--- src/rtl/tdi_pkg.sv ---
package tdi_pkg;
  localparam int unsigned OFS_W = 11;

  typedef enum logic [1:0] {
    ACT_STAMP = 2'd0,
    ACT_RESID = 2'd1,
    ACT_LATE  = 2'd2,
    ACT_KEEP  = 2'd3
  } act_e;

  typedef struct packed {
    logic             en;
    act_e             act;
    logic [15:0]      et_val;
    logic [15:0]      et_msk;
    logic [7:0]       sb_val;
    logic [7:0]       sb_msk;
    logic [OFS_W-1:0] sb_ofs;
    logic [OFS_W-1:0] fld_ofs;
  } rule_t;
endpackage

--- src/rtl/tdi_rule_table.sv ---
module tdi_rule_table
  import tdi_pkg::*;
#(
  parameter  int NUM_RULES = 4,
  localparam int IDX_W     = (NUM_RULES > 1) ? $clog2(NUM_RULES) : 1
) (
  input  logic                        clk,
  input  logic                        rst,
  input  logic                        we,
  input  logic [IDX_W-1:0]            idx,
  input  rule_t                       wr_rule,
  output rule_t [NUM_RULES-1:0]       rules
);
  rule_t tbl [NUM_RULES];

  always_ff @(posedge clk) begin
    if (rst) begin
      for (int i = 0; i < NUM_RULES; i++) tbl[i] <= '0;
    end else if (we && (32'(idx) < NUM_RULES)) begin
      tbl[idx] <= wr_rule;
    end
  end

  always_comb begin
    for (int i = 0; i < NUM_RULES; i++) rules[i] = tbl[i];
  end
endmodule

--- src/rtl/tdi_matcher.sv ---
module tdi_matcher
  import tdi_pkg::*;
#(
  parameter int NUM_RULES = 4,
  parameter int CNT_W     = OFS_W + 1
) (
  input  logic                    clk,
  input  logic                    rst,
  input  logic                    in_v,
  input  logic                    in_sof,
  input  logic [7:0]              in_data,
  input  rule_t [NUM_RULES-1:0]   rules,
  output logic [CNT_W-1:0]        cnt,
  output logic                    win_vld,
  output act_e                    win_act,
  output logic [OFS_W-1:0]        win_fld
);
  logic [CNT_W-1:0]     idx;
  logic [15:0]          et_q;
  logic [1:0]           et_seen;
  logic [NUM_RULES-1:0] hit;
  logic [NUM_RULES-1:0] win_oh;

  assign idx = in_sof ? '0 : cnt;

  // byte position counter and EtherType capture
  always_ff @(posedge clk) begin
    if (rst) begin
      cnt     <= '0;
      et_q    <= '0;
      et_seen <= '0;
    end else if (in_v) begin
      cnt <= (idx == '1) ? idx : idx + 1'b1;
      if (in_sof) et_seen <= '0;
      if (idx == CNT_W'(12)) begin
        et_q[15:8] <= in_data;
        et_seen[1] <= 1'b1;
      end
      if (idx == CNT_W'(13)) begin
        et_q[7:0]  <= in_data;
        et_seen[0] <= 1'b1;
      end
    end
  end

  // one subtype capture per rule
  for (genvar g = 0; g < NUM_RULES; g++) begin : g_rule
    logic [7:0] sb_q;
    logic       sb_seen;
    always_ff @(posedge clk) begin
      if (rst) begin
        sb_q    <= '0;
        sb_seen <= 1'b0;
      end else if (in_v) begin
        if (idx == CNT_W'(rules[g].sb_ofs)) begin
          sb_q    <= in_data;
          sb_seen <= 1'b1;
        end else if (in_sof) begin
          sb_seen <= 1'b0;
        end
      end
    end
    assign hit[g] = rules[g].en && (&et_seen) && sb_seen &&
                    (((et_q ^ rules[g].et_val) & rules[g].et_msk) == 16'h0) &&
                    (((sb_q ^ rules[g].sb_val) & rules[g].sb_msk) == 8'h0);
  end

  // lowest index wins
  always_comb begin
    win_oh  = '0;
    win_vld = 1'b0;
    win_act = ACT_KEEP;
    win_fld = '0;
    for (int i = NUM_RULES - 1; i >= 0; i--) begin
      if (hit[i]) begin
        win_oh    = '0;
        win_oh[i] = 1'b1;
        win_vld   = 1'b1;
        win_act   = rules[i].act;
        win_fld   = rules[i].fld_ofs;
      end
    end
  end


  prio_lowest_chk: assert property (@(posedge clk) disable iff (rst)
    win_vld |-> ((((win_oh - 1'b1) & hit) == '0) && $onehot0(win_oh)));
endmodule

--- src/rtl/tdi_delay_line.sv ---
module tdi_delay_line #(
  parameter int DEPTH = 8
) (
  input  logic               clk,
  input  logic               rst,
  input  logic               in_v,
  input  logic               in_sof,
  input  logic               in_eof,
  input  logic [7:0]         in_data,
  input  logic               wr_en,
  input  logic [8*DEPTH-1:0] wr_val,
  output logic [8*DEPTH-1:0] field,
  output logic               s0_v,
  output logic               s0_eof,
  output logic               out_v,
  output logic               out_sof,
  output logic               out_eof,
  output logic [7:0]         out_data
);
  localparam int WW = $clog2(DEPTH + 2);
  localparam logic [WW-1:0] WMAX = WW'(DEPTH + 1);

  logic [DEPTH-1:0] sv, ssof, seof;
  logic [7:0]       sd [DEPTH];
  logic [WW-1:0]    warm;

  always_ff @(posedge clk) begin
    if (rst) begin
      sv      <= '0;
      ssof    <= '0;
      seof    <= '0;
      out_v   <= 1'b0;
      out_sof <= 1'b0;
      out_eof <= 1'b0;
    end else begin
      sv      <= {sv[DEPTH-2:0], in_v};
      ssof    <= {ssof[DEPTH-2:0], in_v & in_sof};
      seof    <= {seof[DEPTH-2:0], in_v & in_eof};
      out_v   <= sv[DEPTH-1];
      out_sof <= ssof[DEPTH-1];
      out_eof <= seof[DEPTH-1];
    end
  end

  // data path: bytes shift every cycle, field rewritten in flight
  always_ff @(posedge clk) begin
    sd[0]    <= in_data;
    for (int k = 1; k < DEPTH; k++)
      sd[k] <= wr_en ? wr_val[8*(k-1) +: 8] : sd[k-1];
    out_data <= wr_en ? wr_val[8*(DEPTH-1) +: 8] : sd[DEPTH-1];
  end

  for (genvar k = 0; k < DEPTH; k++) begin : g_fld
    assign field[8*k +: 8] = sd[k];
  end

  assign s0_v   = sv[0];
  assign s0_eof = seof[0];

  always_ff @(posedge clk) begin
    if (rst)               warm <= '0;
    else if (warm != WMAX) warm <= warm + 1'b1;
  end


  fixed_lat_chk: assert property (@(posedge clk) disable iff (rst)
    (warm == WMAX) |-> ((out_v == $past(in_v, DEPTH + 1)) &&
                        (out_sof == $past(in_v & in_sof, DEPTH + 1))));
endmodule

--- src/rtl/tdi_injector.sv ---
module tdi_injector
  import tdi_pkg::*;
#(
  parameter  int NUM_RULES = 4,
  parameter  int TIME_W    = 64,
  localparam int IDX_W     = (NUM_RULES > 1) ? $clog2(NUM_RULES) : 1,
  localparam int FLD_BYTES = TIME_W / 8,
  localparam int CNT_W     = OFS_W + 1
) (
  input  logic              clk,
  input  logic              rst,
  input  logic              cfg_we,
  input  logic [IDX_W-1:0]  cfg_idx,
  input  logic              cfg_en,
  input  logic [1:0]        cfg_act,
  input  logic [15:0]       cfg_et_val,
  input  logic [15:0]       cfg_et_msk,
  input  logic [7:0]        cfg_sb_val,
  input  logic [7:0]        cfg_sb_msk,
  input  logic [OFS_W-1:0]  cfg_sb_ofs,
  input  logic [OFS_W-1:0]  cfg_fld_ofs,
  input  logic [TIME_W-1:0] now_ns,
  input  logic              in_valid,
  input  logic              in_sof,
  input  logic              in_eof,
  input  logic [7:0]        in_data,
  input  logic [TIME_W-1:0] in_rx_ts,
  input  logic [TIME_W-1:0] in_sched,
  output logic              out_valid,
  output logic              out_sof,
  output logic              out_eof,
  output logic [7:0]        out_data,
  output logic              ofs_err
);
  rule_t                 wr_rule;
  rule_t [NUM_RULES-1:0] rules;
  logic [CNT_W-1:0]      cnt;
  logic                  win_vld;
  act_e                  win_act;
  logic [OFS_W-1:0]      win_fld;
  logic [TIME_W-1:0]     field, wr_val, rx_q, sched_q;
  logic                  s0_v, s0_eof, fired, fire;
  logic [CNT_W-1:0]      fld_end;

  always_comb begin
    wr_rule         = '0;
    wr_rule.en      = cfg_en;
    wr_rule.act     = act_e'(cfg_act);
    wr_rule.et_val  = cfg_et_val;
    wr_rule.et_msk  = cfg_et_msk;
    wr_rule.sb_val  = cfg_sb_val;
    wr_rule.sb_msk  = cfg_sb_msk;
    wr_rule.sb_ofs  = cfg_sb_ofs;
    wr_rule.fld_ofs = cfg_fld_ofs;
  end

  tdi_rule_table #(.NUM_RULES(NUM_RULES)) u_tbl (
    .clk(clk), .rst(rst), .we(cfg_we), .idx(cfg_idx),
    .wr_rule(wr_rule), .rules(rules)
  );

  tdi_matcher #(.NUM_RULES(NUM_RULES), .CNT_W(CNT_W)) u_match (
    .clk(clk), .rst(rst), .in_v(in_valid), .in_sof(in_sof), .in_data(in_data),
    .rules(rules), .cnt(cnt), .win_vld(win_vld), .win_act(win_act), .win_fld(win_fld)
  );

  tdi_delay_line #(.DEPTH(FLD_BYTES)) u_dly (
    .clk(clk), .rst(rst), .in_v(in_valid), .in_sof(in_sof), .in_eof(in_eof),
    .in_data(in_data), .wr_en(fire), .wr_val(wr_val), .field(field),
    .s0_v(s0_v), .s0_eof(s0_eof), .out_v(out_valid), .out_sof(out_sof),
    .out_eof(out_eof), .out_data(out_data)
  );

  // last field byte has just entered stage 0: whole field is held
  assign fld_end = CNT_W'(win_fld) + CNT_W'(FLD_BYTES);
  assign fire    = s0_v && win_vld && !fired && (cnt == fld_end);

  always_comb begin
    case (win_act)
      ACT_STAMP: wr_val = now_ns;
      ACT_RESID: wr_val = field + (now_ns - rx_q);
      ACT_LATE:  wr_val = field + (now_ns - sched_q);
      default:   wr_val = field;
    endcase
  end

  always_ff @(posedge clk) begin
    if (rst) begin
      rx_q    <= '0;
      sched_q <= '0;
      fired   <= 1'b0;
      ofs_err <= 1'b0;
    end else begin
      if (in_valid && in_sof) begin
        rx_q    <= in_rx_ts;
        sched_q <= in_sched;
      end
      if (fire) fired <= 1'b1;
      if (in_valid && in_sof) fired <= 1'b0;
      if (s0_v && s0_eof && win_vld && !fired && !fire) ofs_err <= 1'b1;
    end
  end


  err_sticky_chk: assert property (@(posedge clk) disable iff (rst)
    ofs_err |=> ofs_err);


  stamp_msb_chk: assert property (@(posedge clk) disable iff (rst)
    (fire && (win_act == ACT_STAMP)) |=> (out_data == $past(now_ns[TIME_W-1 -: 8])));


  single_write_chk: assert property (@(posedge clk) disable iff (rst)
    fire |=> !fire);
endmodule

--- config.mk ---
export PLATFORM = sky130hd
export DESIGN_NAME = tdi_injector
export DESIGN_NICKNAME = d
export VERILOG_FILES = /design/src/rtl/tdi_pkg.sv /design/src/rtl/tdi_rule_table.sv /design/src/rtl/tdi_matcher.sv /design/src/rtl/tdi_delay_line.sv /design/src/rtl/tdi_injector.sv
export SDC_FILE = /design/constraint.sdc
export NUM_CORES = 2
export LEC_CHECK = 0
export BUFFER_PORTS_ARGS = -buffer_cell sky130_fd_sc_hd__buf_2
export CAP_MARGIN = 20
export CORE_UTILIZATION = 66
export CTS_CLUSTER_DIAMETER = 30
export DETAILED_ROUTE_END_ITERATION = 6
export PLACE_DENSITY = 0.87
export SETUP_SLACK_MARGIN = 0.02
export SYNTH_ARGS = -nofsm -noshare
export SYNTH_HDL_FRONTEND = slang
export SYNTH_SLANG_ARGS = --single-unit
--- constraint.sdc ---
create_clock -name clk -period 18 [get_ports clk]
set_input_delay 5.4 -clock clk [delete_from_list [all_inputs] [get_ports clk]]
set_output_delay 5.4 -clock clk [all_outputs]
set_load 0.01 [all_outputs]
==> flow_metrics.tcl <==
set metrics [dict create \
    status "finished clean" \
    die_x_um 234 \
    antenna_found_initial 10 \
    grt_first_pass_wirelength_um 163000 \
    p_leak_uw 0.0182 \
    gp_congestion 1.01 \
    drc 0 \
    syn_area_um2 35700 \
    min-delay-start "u_dly.ssof[7]$_SDFF_PP0_" \
    numCtsBuffers 112 \
    syn_nets 4221 \
    syn_avg_cell_area_um2 9.69 \
    critPathArrivalTime_ns 10.03 \
    slew_headroom 0.233 \
    worstHoldEndpoint "u_dly.out_sof$_SDFF_PP0_" \
    grt_max_degree 89 \
    layout-drive-gt1-share 0.140 \
    path_delay_family "compound AO/OA/AOI/OAI gates" \
    critical_path.endpoint_type "register" \
    seq_area_frac_synth 0.411 \
    finalCriticalPeriod_ns 9.48 \
    cts_root_buffer "clkbuf_16" \
    ff2ff_setup_slack_ns 11.34 \
    synth_cells 3682 \
    hold_depth 1 \
    vias 30000 \
    r2r_end "u_dly.sd[1][16]$_DFF_P_" \
    fmax_mhz 105 \
    final_cell_mix "428 x inv_1, 298 x and2_1, 295 x dfxtp_1" \
    viasPerCell 6.36 \
    area_growth_syn_to_layout_pct 16.5 \
    cts_sinks 587 \
    post-dp-hpwl_um 74600 \
    register_area_um2 14700 \
    gr-usage-all-layers 0.390 \
    cp_cell_sequence "buf_2 > inv_1 > fa_1 > inv_1 > ha_1 > and2_1 > a221oi_1 > nand2_1 > a31o_2 > a221oi_1 > o21ai_0 > a21bo_2 > o221ai_1 > o21ai_0 > xor2_1 > mux2i_1 > o21ai_0 > mux2_1" \
    irDropWorstVdd_uv 107 \
    startpoint_type "input port" \
    dp.cells 4498 \
    multi_input_comb_area_um2 18700 \
    clkLatencyLatePin_ns 0.69 \
    cts_hold_buf 0 \
    tritoncts "done" \
    r2r_cells 18 \
    rsz0062_at_grt "no" \
    final_common_cell "inv_1" \
    cpPeakStageDelay_ns 0.55 \
    cp.buffers_inverters 3 \
    cts-htree-levels 3 \
    worstSetupPathType "input port to register" \
    clock_skew_ns 0.0503 \
    first_global_vias 29500 \
    post_cts_resized 0 \
    hold_violations 0 \
    setup_tns_ns 0 \
    cp_common_cell "o21ai_0" \
    setup_viol 0 \
    clkTransAtPathRegs_ns 0.05 \
    critPathMaxFanout 4 \
    finalNetCount 4464 \
    post-route-period-util 0.527 \
    drtIter0Drc 3669 \
    die_area_um2 55000 \
    start_util 0.673 \
    fill_cells 3345 \
    yosys_warnings 0 \
    row_count 84 \
    postLayoutCoreUtil 0.784 \
    final_antenna_net_count 0 \
    grt_remaining_overflow 0 \
    wire_per_inst_um 22.9 \
    timing.rr.start "u_match.et_q[6]$_SDFFE_PP0P_" \
    core_um2 53000 \
    die_h_um 234 \
    numPortBuffers 292 \
    worstMarginPinSlew_ns 1.15 \
    cap_violations 0 \
    drt-pass1-iter-count 7 \
    final_cell_count_no_fill 4717 \
    slowest_stage "fa_1" \
    total_power_uw 4720 \
    synth_edf_count 292 \
    slew_viol_final 0 \
    critPathRequiredTime_ns 18.55 \
    synth.distinct_cells 80 \
    ys_seq_elements 587 \
    power_density_nw_per_um2 114 \
    cts_buffer_depth 3 \
    worstHoldPathType "register to register" \
    worst-path-stages 18 \
    io_pins 293 \
    routed_wl_um 108000 \
    synth_async_sr_flop_share 0 \
    post_cts_buffers 0 \
    ys.flop_type "dfxtp_1" \
]
## kinds of logic after synthesis
group | count (synthesis) | share of synthesized area
flops | 587 | 0.411
compound gates | 897 | 0.173
simple gates | 987 | 0.147
fa+ha+maj | 258 | 0.117
mux | 77 | 0.0219
buf+inv | 619 | 0.0668
xor+xnor | 257 | 0.0631
## metrics by stage
| step | hold WS (ns) | cell area (um^2) | setup WS [ns] |
|---|---|---|---|
| 6_report | 0.433 | 41500 | 8.52 |
| 5_1_grt | 0.444 | 41500 | 8.30 |
| 4_1_cts | 0.435 | 41500 | 8.64 |
| 3_5_place_dp | 0.422 | 37500 | 7.97 |
| 3_3_place_gp | 0.417 | 37500 | 8.05 |
| 2_1_floorplan | 0.414 | 35700 | 8.62 |
## worst register-to-register path, delay by kind of cell (launching register included)
kind | cells | cell delay [ns]
AND/OR/NAND/NOR | 5 | 2.63
multiplexers | 1 | 0.16
flip-flops | 1 | 0.48
adder cells (fa/ha/maj) | 1 | 0.24
buffers and inverters | 2 | 0.57
AO/OA/AOI/OAI | 7 | 2.14
XOR/XNOR | 2 | 0.26
## per-layer routing
layer	track usage	up-vias	part of all wire
li1	-	13400	-
met3	0.0792	441	0.11
met4	0.215	10	0.060
met1	0.491	14300	0.37
met5	0	-	0.00061
met2	0.631	1851	0.46
## power by group
group / total, uW / switching [uW] / leakage (uW) / internal [uW]
clock network: 2180 / 781 / 0.00192 / 1390
registers: 1530 / 47.4 / 0.00527 / 1480
logic: 1020 / 622 / 0.0110 / 395
## cell type report
type,instances,area share
multi-input cells,2476,0.450
flip-flops and latches,587,0.353
clock buffers,136,0.0749
repair buffers,319,0.0404
inverters,429,0.0388
clock inverters,77,0.0216
well taps,688,0.0207
diodes,5,0.000301
## registers in the layout, indices dropped and copies added, names as in the netlist
name	flops
u_tbl.tbl	292
rx_q	64
sched_q	64
u_dly.sd	64
u_match.g_rule.sb_q	32
u_match.et_q	16
u_match.cnt	12
u_dly.out_data	8
u_dly.seof	8
u_dly.ssof	8
u_dly.sv	8
u_match.g_rule.sb_seen	4
u_match.et_seen	2
fired	1
ofs_err	1
u_dly.out_eof	1
u_dly.out_sof	1
u_dly.out_v	1
## worst max path at each step
stage / to / start / slack (ns)
CTS: u_dly.out_data[6]$_DFF_P_ / now_ns[13] / 8.64
floorplan: u_dly.out_data[6]$_DFF_P_ / now_ns[13] / 8.62
detailed placement: u_dly.out_data[6]$_DFF_P_ / now_ns[13] / 7.97
global placement: u_dly.out_data[6]$_DFF_P_ / now_ns[13] / 8.05
finish: u_dly.sd[1][15]$_DFF_P_ / now_ns[3] / 8.52
global route: u_dly.out_data[6]$_DFF_P_ / now_ns[13] / 8.30
## synthesized netlist by cell type (10+ instances only)
master	instances	area, um^2
and3_1	17	106
o21ai_1	11	55.1
nor2_1	250	938
o21ai_0	104	521
and2_1	299	1870
o21bai_1	28	210
nor3_1	26	130
o32ai_1	14	123
nand3_1	61	305
a21oi_1	246	1230
xor2_1	154	1350
fa_1	126	2520
a22oi_1	66	495
buf_2	26	130
xnor2_1	103	902
nor2b_1	46	288
a311oi_2	12	180
nand2b_1	14	87.6
a311oi_1	10	87.6
or3_1	10	62.6
ha_1	132	1650
o22ai_1	30	188
a22o_1	129	1130
nand4_1	49	307
mux2i_1	68	681
inv_1	428	1610
a221oi_1	13	114
a211oi_1	20	150
nor4_1	10	62.6
a21o_1	68	510
nand2_1	143	537
dfxtp_1	295	5910
and4_1	17	149
a31oi_1	42	263
o22a_1	10	87.6
edfxtp_1	292	8770
o21a_1	16	120
clkbuf_1	153	574
No activity file was read; power rests on OpenSTA's default activity.
